<file path="src/rtl/sram_ctl_pkg.sv">
package sram_ctl_pkg;

  typedef enum logic [2:0] {
    ST_IDLE,
    ST_RD_ACC,
    ST_WR_SETUP,
    ST_WR_PULSE,
    ST_WR_RECOV
  } st_e;

  // Cycles needed to cover t_ps at clock period clk_ps, never below one.
  function automatic int unsigned ticks(input int unsigned t_ps,
                                        input int unsigned clk_ps);
    int unsigned c;
    c = (t_ps + clk_ps - 1) / clk_ps;
    if (c == 0) c = 1;
    return c;
  endfunction

endpackage

</file>
<file path="src/rtl/sram_tick_cnt.sv">
module sram_tick_cnt #(
  parameter int W = 4
) (
  input  logic         clk,
  input  logic         rst_n,
  input  logic         load,
  input  logic [W-1:0] load_val,
  output logic         zero
);
  logic [W-1:0] cnt_q;

  always_ff @(posedge clk or negedge rst_n) begin
    if (!rst_n)              cnt_q <= '0;
    else if (load)           cnt_q <= load_val;
    else if (cnt_q != '0)    cnt_q <= cnt_q - 1'b1;
  end

  assign zero = (cnt_q == '0);
endmodule

</file>
<file path="src/rtl/sram_pin_reg.sv">
module sram_pin_reg
  import sram_ctl_pkg::*;
#(
  parameter int LANES = 2
) (
  input  logic             clk,
  input  logic             rst_n,
  input  st_e              nxt,
  input  logic [LANES-1:0] lane_mask,
  output logic             cs_n,
  output logic             cs,
  output logic             oe_n,
  output logic             we_n,
  output logic [LANES-1:0] be_n,
  output logic             dq_oe
);
  // Pins are registered from the next state so no decode glitch reaches the RAM.
  always_ff @(posedge clk or negedge rst_n) begin
    if (!rst_n) begin
      cs_n  <= 1'b1;
      cs    <= 1'b0;
      oe_n  <= 1'b1;
      we_n  <= 1'b1;
      be_n  <= '1;
      dq_oe <= 1'b0;
    end else begin
      cs_n  <= 1'b0;
      cs    <= 1'b1;
      oe_n  <= 1'b1;
      we_n  <= 1'b1;
      be_n  <= '1;
      dq_oe <= 1'b0;
      case (nxt)
        ST_RD_ACC: begin
          oe_n <= 1'b0;
          be_n <= ~lane_mask;
        end
        ST_WR_SETUP, ST_WR_RECOV: ;
        ST_WR_PULSE: begin
          we_n  <= 1'b0;
          be_n  <= ~lane_mask;
          dq_oe <= 1'b1;
        end
        default: begin
          cs_n <= 1'b1;
          cs   <= 1'b0;
        end
      endcase
    end
  end
endmodule

</file>
<file path="src/rtl/sram_ctl.sv">
module sram_ctl
  import sram_ctl_pkg::*;
#(
  parameter int          AW            = 20,
  parameter int          DW            = 16,
  parameter int unsigned CLK_PERIOD_PS = 4000,
  parameter int          SPEED_GRADE   = 0,
  parameter int unsigned ADDR_SETUP_PS = 0,
  parameter int unsigned WR_RECOV_PS   = 0
) (
  input  logic            clk,
  input  logic            rst_n,
  input  logic            req_valid,
  output logic            req_ready,
  input  logic            req_write,
  input  logic [AW-1:0]   req_addr,
  input  logic [DW-1:0]   req_wdata,
  input  logic [DW/8-1:0] req_mask,
  output logic            rsp_done,
  output logic [DW-1:0]   rsp_rdata,
  output logic [AW-1:0]   mem_addr,
  output logic            mem_cs_n,
  output logic            mem_cs,
  output logic            mem_oe_n,
  output logic            mem_we_n,
  output logic [DW/8-1:0] mem_be_n,
  output logic [DW-1:0]   mem_dq_o,
  output logic            mem_dq_oe,
  input  logic [DW-1:0]   mem_dq_i
);
  localparam int          LANES    = DW / 8;
  localparam int unsigned RD_PS    = (SPEED_GRADE != 0) ? 70000 : 55000;
  localparam int unsigned WP_PS    = (SPEED_GRADE != 0) ? 55000 : 45000;
  localparam int unsigned RD_TICKS = ticks(RD_PS, CLK_PERIOD_PS);
  localparam int unsigned WP_TICKS = ticks(WP_PS, CLK_PERIOD_PS);
  localparam int unsigned AS_TICKS = ticks(ADDR_SETUP_PS, CLK_PERIOD_PS);
  localparam int unsigned WR_TICKS = ticks(WR_RECOV_PS, CLK_PERIOD_PS);
  localparam int unsigned MAX_A    = (RD_TICKS > WP_TICKS) ? RD_TICKS : WP_TICKS;
  localparam int unsigned MAX_B    = (AS_TICKS > WR_TICKS) ? AS_TICKS : WR_TICKS;
  localparam int unsigned MAX_T    = (MAX_A > MAX_B) ? MAX_A : MAX_B;
  localparam int          CNT_W    = $clog2(MAX_T + 1);

  st_e              state_q, state_d;
  logic [AW-1:0]    addr_q;
  logic [DW-1:0]    wdata_q;
  logic [LANES-1:0] mask_q, mask_d;
  logic             done_q;
  logic             accept, phase_end, cnt_load;
  logic [CNT_W-1:0] cnt_val;

  assign req_ready = (state_q == ST_IDLE);
  assign accept    = req_valid && req_ready;
  assign mask_d    = accept ? req_mask : mask_q;

  always_comb begin
    state_d = state_q;
    case (state_q)
      ST_IDLE:     if (accept) state_d = req_write ? ST_WR_SETUP : ST_RD_ACC;
      ST_RD_ACC:   if (phase_end) state_d = ST_IDLE;
      ST_WR_SETUP: if (phase_end) state_d = ST_WR_PULSE;
      ST_WR_PULSE: if (phase_end) state_d = ST_WR_RECOV;
      ST_WR_RECOV: if (phase_end) state_d = ST_IDLE;
      default:     state_d = ST_IDLE;
    endcase
  end

  // Load the phase counter on entry to every timed phase.
  assign cnt_load = (state_d != state_q) && (state_d != ST_IDLE);
  always_comb begin
    case (state_d)
      ST_RD_ACC:   cnt_val = CNT_W'(RD_TICKS - 1);
      ST_WR_SETUP: cnt_val = CNT_W'(AS_TICKS - 1);
      ST_WR_PULSE: cnt_val = CNT_W'(WP_TICKS - 1);
      ST_WR_RECOV: cnt_val = CNT_W'(WR_TICKS - 1);
      default:     cnt_val = '0;
    endcase
  end

  sram_tick_cnt #(.W(CNT_W)) u_cnt (
    .clk      (clk),
    .rst_n    (rst_n),
    .load     (cnt_load),
    .load_val (cnt_val),
    .zero     (phase_end)
  );

  always_ff @(posedge clk or negedge rst_n) begin
    if (!rst_n) begin
      state_q <= ST_IDLE;
      addr_q  <= '0;
      wdata_q <= '0;
      mask_q  <= '0;
      done_q  <= 1'b0;
    end else begin
      state_q <= state_d;
      mask_q  <= mask_d;
      if (accept) begin
        addr_q  <= req_addr;
        wdata_q <= req_wdata;
      end
      done_q <= (state_q != ST_IDLE) && (state_d == ST_IDLE);
    end
  end

  // Per-lane capture at the end of the read access; unselected lanes read zero.
  for (genvar l = 0; l < LANES; l++) begin : g_lane
    always_ff @(posedge clk or negedge rst_n) begin
      if (!rst_n)
        rsp_rdata[8*l +: 8] <= 8'h00;
      else if (state_q == ST_RD_ACC && phase_end)
        rsp_rdata[8*l +: 8] <= mask_q[l] ? mem_dq_i[8*l +: 8] : 8'h00;
    end
  end

  sram_pin_reg #(.LANES(LANES)) u_pins (
    .clk       (clk),
    .rst_n     (rst_n),
    .nxt       (state_d),
    .lane_mask (mask_d),
    .cs_n      (mem_cs_n),
    .cs        (mem_cs),
    .oe_n      (mem_oe_n),
    .we_n      (mem_we_n),
    .be_n      (mem_be_n),
    .dq_oe     (mem_dq_oe)
  );

  assign mem_addr = addr_q;
  assign mem_dq_o = wdata_q;
  assign rsp_done = done_q;


  drive_in_strobe_chk: assert property (@(posedge clk) disable iff (!rst_n)
    mem_dq_oe |-> !mem_we_n);


  oe_we_exclusive_chk: assert property (@(posedge clk) disable iff (!rst_n)
    !(!mem_oe_n && !mem_we_n));


  idle_pins_chk: assert property (@(posedge clk) disable iff (!rst_n)
    req_ready |-> (mem_cs_n && !mem_cs && mem_oe_n && mem_we_n && (mem_be_n == '1)));


  done_single_chk: assert property (@(posedge clk) disable iff (!rst_n)
    rsp_done |=> !rsp_done);


  addr_setup_chk: assert property (@(posedge clk) disable iff (!rst_n)
    $fell(mem_we_n) |-> $past(!mem_cs_n && mem_cs));


  addr_hold_chk: assert property (@(posedge clk) disable iff (!rst_n)
    (!mem_cs_n && $past(!mem_cs_n)) |-> $stable(mem_addr));


  gap_between_chk: assert property (@(posedge clk) disable iff (!rst_n)
    rsp_done |-> (mem_cs_n && !mem_cs));
endmodule

</file>
<file path="config.mk">
export PLATFORM = sky130hd
export DESIGN_NAME = sram_ctl
export DESIGN_NICKNAME = d
export VERILOG_FILES = /design/src/rtl/sram_ctl_pkg.sv /design/src/rtl/sram_tick_cnt.sv /design/src/rtl/sram_pin_reg.sv /design/src/rtl/sram_ctl.sv
export SDC_FILE = /design/constraint.sdc
export NUM_CORES = 1
export LEC_CHECK = 0
export ABC_AREA = 1
export BUFFER_PORTS_ARGS = -buffer_cell sky130_fd_sc_hd__buf_2
export CAP_MARGIN = 20
export CORE_MARGIN = 4
export CORE_UTILIZATION = 48
export DETAILED_ROUTE_END_ITERATION = 8
export GPL_TIMING_DRIVEN = 0
export PLACE_DENSITY = 0.8
export RECOVER_POWER = 100
export SLEW_MARGIN = 20
export SYNTH_ARGS = -nofsm -noshare
export SYNTH_HDL_FRONTEND = slang
export SYNTH_SLANG_ARGS = --single-unit
</file>
<file path="constraint.sdc">
create_clock -name clk -period 2.2 [get_ports clk]
set_input_delay 0.44 -clock clk [delete_from_list [all_inputs] [get_ports clk]]
set_output_delay 0.44 -clock clk [all_outputs]
set_load 0.005 [all_outputs]
</file>
==> impl_metrics.toml, run 1 <==
[run_status]
run_status = "finished, final reports clean"

[detailed_routing]
detail-route-antenna-nets = 0
vias = 2135
route.detailed.drc = 0
viasPerCell = 4.81
drtPass1Iterations = 4
drt-wirelength-per-cell_um = 13.8
drt_iter0_drc = 88
wirelength_um = 6130

[yosys]
seq_area_frac_synth_pct = 59.4
syn_area_per_cell_um2 = 12.5
yosys_warnings = 0
syn_inst = 234
ys_types = 30
synth_seq_cells = 69
syn_nets = 293
syn_area_mm2 = 0.00292

[setup_path]
worstPathArrival_ns = 2.10
crit_type = "register to register"
cp_num_buf_inv = 3
reg2regPathDepth = 8
r2r_slack_ns = 0.28
crit_slowest_cell = "dfrtp_1"
worst_ep_required_time_ns = 2.39
crit_family = "buffers and inverters"
worstReg2RegStart = "u_cnt.cnt_q[0]$_DFFE_PN0P_"
startpoint = "u_cnt.cnt_q[0]$_DFFE_PN0P_"
cp_max_fo = 10
critPathLaunchType = "register"
path_cells = "inv_1 -> ha_1 -> nand3_1 -> bufinv_8 -> nand3_1 -> clkbuf_1 -> nand2_1 -> o21ai_0"
rr_endpoint = "rsp_rdata[1]$_DFFE_PN0P_"
max_stage_delay_ns = 0.39
end_kind = "register"
cp_common_cell = "nand3_1"

[clocking]
htreeDepth = 3
clock_path_buffers = 2
post_cts_buffers = 0
hold_buffers = 0
cts_root_buf = "clkbuf_8"
cts_resized = 0
numCtsBuffers = 9
cts_tree = "done"
cts_num_sinks = 69
clk_pin_slew_ns = 0.07
clk-insertion-delay-late_ns = 0.34

[final_layout]
multi_input_area_um2 = 945
fillers = 518
n_antenna_cell = 0
layout.nets = 423
regArea_mm2 = 0.00173
stdcell_count = 444
area.growth.synth_to_final_pct = 28.3
drive_above_1_share_pct = 41.5

[timing]
drv_slew = 0
fmax_mhz = 522
setup_tns_ns = 0
relSlewSlack_pct = 42.9
hold_viol_final = 0
fin_crit_sh_pct = 87.2
worst_pin_slew_ns = 0.857
setup_viol = 0
whs_ns = 0.206
skew_ns = 0.00996
period_minus_slack_ns = 1.92
grt_setup_unrepaired = "no"

[global_route]
grt_max_degree = 37
grt_overflow = 0
antenna_found_initial = 0
grt.total_usage_pct = 17.9
grt_pass1_vias = 2181
grt_pass1_wl_um = 10300

[die]
die_y_um = 86.0
start_util_pct = 49.3
coreArea_mm2 = 0.00592
die_w_um = 86.0
dieArea_mm2 = 0.00739
io-pin-count = 119
rows = 28

[place]
place_inst = 428
place_congestion = 0.762
dp.final_hpwl_um = 4590
portBuffers = 118

[pwr]
peakVddDrop_mv = 0.795
p_leak_uw = 0.00189
power.density_mw_per_mm2 = 1560

[hold_path]
hp-class = "input pin to async pin"

[run]
cap_viol_max_count = 0
-- through the flow --
stage          setup WS, ns  util, %  power [uW]  instance area [um2]
2_1_floorplan         0.584        -        3900                 2920
5_1_grt              0.0865     63.3        6300                 3740
4_1_cts               0.321     66.0        6260                 3910
3_5_place_dp          0.342     61.2        4820                 3620
6_report              0.282     63.3        5850                 3740
3_3_place_gp          0.412     60.8        4720                 3600
-- sequential cells by signal, summed over array words and instances, names as in the netlist --
signal and cells:
mem_addr 20, mem_dq_o 16, rsp_rdata 16, u_cnt.cnt_q 4, state_q 3, mask_q 2, u_pins.be_n 2, rsp_done 1
u_pins.cs 1, u_pins.cs_n 1, u_pins.dq_oe 1, u_pins.oe_n 1, u_pins.we_n 1
-- worst max path at each step --
stage	endpoint	depth (start not counted)	slack, ns
floorplan	u_cnt.cnt_q[0]$_DFFE_PN0P_	13	0.58
global placement	rsp_rdata[3]$_DFFE_PN0P_	8	0.41
detailed placement	rsp_rdata[1]$_DFFE_PN0P_	8	0.34
CTS	rsp_rdata[1]$_DFFE_PN0P_	8	0.32
global route	mem_addr[17]$_DFFE_PN0P_	6	0.09
finish	rsp_rdata[1]$_DFFE_PN0P_	8	0.28
-- routing by layer --
layer	wire (um)	track usage, %	up-vias
li1	-	-	1026
met1	2620	23.1	1024
met2	2980	28.5	79
met3	460	4.71	6
met4	73	7.77	0
met5	0	0	-
-- power by group --
group	switching [uW]	total, uW	internal (uW)
clock network	470	1400	934
logic	1160	2220	1060
registers	307	2230	1920
-- synthesized netlist by cell type --
master | instances | share of area (%)
inv_2 | 5 | 0.64
nor2_2 | 2 | 0.43
nand4_2 | 1 | 0.43
nand2_2 | 3 | 0.64
mux2_4 | 20 | 10
dfrtp_1 | 64 | 55
inv_1 | 8 | 1.0
buf_1 | 2 | 0.26
a21oi_1 | 2 | 0.34
inv_4 | 1 | 0.21
o21ai_1 | 1 | 0.17
buf_6 | 4 | 1.5
nor2_1 | 2 | 0.26
nand4_4 | 1 | 0.73
dfstp_2 | 5 | 4.5
ha_1 | 1 | 0.43
nand4_1 | 2 | 0.43
nand3_1 | 5 | 0.86
o21ai_0 | 16 | 2.7
nand2_4 | 2 | 0.77
xor2_1 | 2 | 0.60
o211ai_1 | 1 | 0.26
clkbuf_1 | 3 | 0.39
mux2_2 | 18 | 6.9
nand3_2 | 3 | 1.0
buf_2 | 1 | 0.17
nor3_4 | 1 | 0.56
nand2_1 | 54 | 6.9
bufinv_8 | 1 | 0.60
a21oi_2 | 3 | 0.90
-- final cells by class --
type                       instances  area share, %
buffer                            10           1.64
tap                               75           2.51
clock inverter                     5           3.44
inverter                          15           1.94
sequential                        69           46.3
multi-input combinational        140           25.2
clock buffer                      11           4.04
timing repair buffer             119           14.9
-- cells by family (layout without fill, tap and decap cells) --
group	after synthesis	in the layout	synth area share, %
compound gates	23	23	4.42
xor+xnor	2	2	0.600
fa+ha+maj	1	1	0.429
buf+inv	25	160	4.85
flops	69	69	59.4
mux	38	38	17.2
simple gates	76	76	13.1
-- worst reg2reg max path: stages (launching register included) --
cell and delay (ns):
dfrtp_1 0.39, inv_1 0.09, ha_1 0.20, nand3_1 0.18
bufinv_8 0.25, nand3_1 0.16, clkbuf_1 0.28, nand2_1 0.12
o21ai_0 0.10
-- cell usage in the layout (no fill, tap or decap) --
| cell type | count |
|---|---|
| nor3_1 | 1 |
| mux2_4 | 2 |
| clkbuf_2 | 3 |
| nand4_1 | 2 |
| o21ai_0 | 16 |
| inv_1 | 8 |
| nand3_2 | 1 |
| ha_1 | 1 |
| buf_6 | 3 |
| clkbuf_1 | 33 |
| nor2_2 | 2 |
| inv_6 | 1 |
| nor2_1 | 2 |
| dfrtp_1 | 64 |
| bufinv_8 | 1 |
| nand2_4 | 1 |
| xor2_1 | 2 |
| a21oi_2 | 3 |
| bufinv_16 | 4 |
| nand2_2 | 2 |
| buf_2 | 88 |
| inv_2 | 5 |
| mux2_2 | 18 |
| nand2_1 | 56 |
| dfstp_2 | 5 |
| a21oi_1 | 2 |
| buf_1 | 2 |
| nand4_2 | 1 |
| o211ai_1 | 1 |
| inv_4 | 1 |
| nand4_4 | 1 |
| clkbuf_8 | 11 |
| mux2_1 | 18 |
| o21ai_1 | 1 |
| nand3_1 | 7 |
(Power assumes the default switching activity.)
==> run 2, diff against run 1 <==
==> constraint.sdc (replaced) <==
create_clock -name clk -period 1.9 [get_ports clk]
set_input_delay 0.38 -clock clk [delete_from_list [all_inputs] [get_ports clk]]
set_output_delay 0.38 -clock clk [all_outputs]
set_load 0.005 [all_outputs]
==> impl_metrics.toml, run 2 (synthesis gave the netlist of run 1 again) <==
[global_route]
grt_max_degree = 37
grt_overflow = 0
grt_pass1_vias = 2186
grt_pass1_wl_um = 10300
grt.total_usage_pct = 17.9
antenna_found_initial = 0

[clocking]
cts_root_buf = "clkbuf_8"
htreeDepth = 3
clk_pin_slew_ns = 0.07
numCtsBuffers = 9
post_cts_buffers = 0
cts_num_sinks = 69
cts_tree = "done"
clock_path_buffers = 2
clk-insertion-delay-late_ns = 0.34

[run]
cap_viol_max_count = 0

[detailed_routing]
vias = 2165
routedLengthMet1_um = 2740
wl_met3_um = 433
detail-route-antenna-nets = 0
viasPerCell = 4.87
route.met2.wl_um = 3010
drt_iter0_drc = 77
drtPass1Iterations = 5
top_layer_used = "met4"
wirelength_um = 6250
route.detailed.drc = 0
drt-wirelength-per-cell_um = 14.1

[final_layout]
drive_above_1_share_pct = 48.1
stdcell_count = 445
n_antenna_cell = 0
fillers = 479
area.growth.synth_to_final_pct = 32.2
layout_commonest_cell = "buf_2"
post-route-cell-area_mm2 = 0.00386
layout.nets = 424
largest_reg_flops = 20
layout_common_cells = "buf_2, dfrtp_1, nand2_1"

[place]
place_area_mm2 = 0.00362
portBuffers = 118
dp_slack_ns = 0.0422
dp.final_hpwl_um = 4590
place_inst = 428
place_congestion = 0.762

[setup_path]
critPathLaunchType = "register"
crit_type = "register to register"
reg2regPathDepth = 12
worstPathArrival_ns = 2.03
end_kind = "register"
max_stage_delay_ns = 0.39
crit_slowest_cell = "dfrtp_1"
path_cells = "inv_1 -> ha_4 -> nand3_2 -> bufinv_8 -> nand2_1 -> nand3_1 -> nand4_4 -> nand2_4 -> nand2_2 -> inv_4 -> nand2_2 -> nand2_1"
worst_ep_required_time_ns = 2.17
cp_max_fo = 7

[timing]
period_minus_slack_ns = 1.76
relSlewSlack_pct = 40.6
worst_pin_slew_ns = 0.891
setup_viol = 0
grt_setup_unrepaired = "no"
fmax_mhz = 568
setup_tns_ns = 0
drv_slew = 0
setup_slack_ns = 0.141
hold_viol_final = 0
fin_crit_sh_pct = 92.6
skew_ns = 0.0103

[hold_path]
hp-class = "input pin to register"
whs_path_depth = 2

[die]
die_y_um = 86.0
io-pin-count = 119
rows = 28
die_w_um = 86.0
start_util_pct = 49.3
coreArea_mm2 = 0.00592
dieArea_mm2 = 0.00739

[pwr]
p_leak_uw = 0.00199
peakVddDrop_mv = 0.931
power.density_mw_per_mm2 = 1830

[run_status]
run_status = "finished, final reports clean"
==> run 2: worst max-delay path: cells and delay by family (launching register included) <==
family / cells / cell delay, ns
simple gates: 8 / 0.74
buf+inv: 3 / 0.40
flops: 1 / 0.39
fa+ha+maj: 1 / 0.16
==> run 2: final timing paths <==
| check | from | to | slack (ns) |
|---|---|---|---|
| hold / removal | req_addr[7] | mem_addr[7]$_DFFE_PN0P_ | 0.26 |
| max in group asynchronous | rst_n | u_pins.we_n$_DFF_PN1_ | 0.44 |
| setup reg to reg | u_cnt.cnt_q[1]$_DFFE_PN0P_ | u_cnt.cnt_q[0]$_DFFE_PN0P_ | 0.14 |
| min in group asynchronous | rst_n | rsp_rdata[6]$_DFFE_PN0P_ | 0.71 |
| setup / recovery | u_cnt.cnt_q[1]$_DFFE_PN0P_ | u_cnt.cnt_q[0]$_DFFE_PN0P_ | 0.14 |
| hold reg to reg | rsp_rdata[9]$_DFFE_PN0P_ | rsp_rdata[9]$_DFFE_PN0P_ | 0.48 |
==> run 2: repair_timing <==
action,CTS,global route
hold buffers,1,0
setup endpoints to repair,0,20
endpoints found under the hold margin,9,0
resized for setup,0,10
==> run 2: layout make-up <==
cell class / count / area (um2) / share of cell area, %
Tap cell: 75 / 93.8 / 2.43
Buffer: 10 / 57.6 / 1.49
Clock inverter: 5 / 129 / 3.34
Multi-Input combinational cell: 140 / 1040 / 26.8
Clock buffer: 11 / 151 / 3.92
Timing Repair Buffer: 120 / 586 / 15.2
Sequential cell: 69 / 1730 / 44.9
Inverter: 15 / 72.6 / 1.88
==> run 2: power by group <==
| part | total [uW] | switching (uW) | internal, uW |
|---|---|---|---|
| clock | 1620 | 542 | 1080 |
| combinational | 2830 | 1400 | 1430 |
| sequential | 2600 | 374 | 2220 |
==> run 2: metal layers <==
metal,global-route usage (%),vias to the layer above
met2,28.5,76
met4,7.77,0
li1,-,1029
met5,0,-
met1,23.1,1054
met3,4.71,6
==> run 2: stage by stage <==
stage / hold WS (ns) / total power, uW / util (%)
after global routing: 0.249 / 7580 / 65.2
after floorplan: 0.0844 / 4510 / -
after global placement: 0.462 / 5470 / 60.8
final: 0.257 / 7050 / 65.2
after CTS: 0.248 / 7250 / 66.1
after detailed placement: 0.365 / 5580 / 61.2
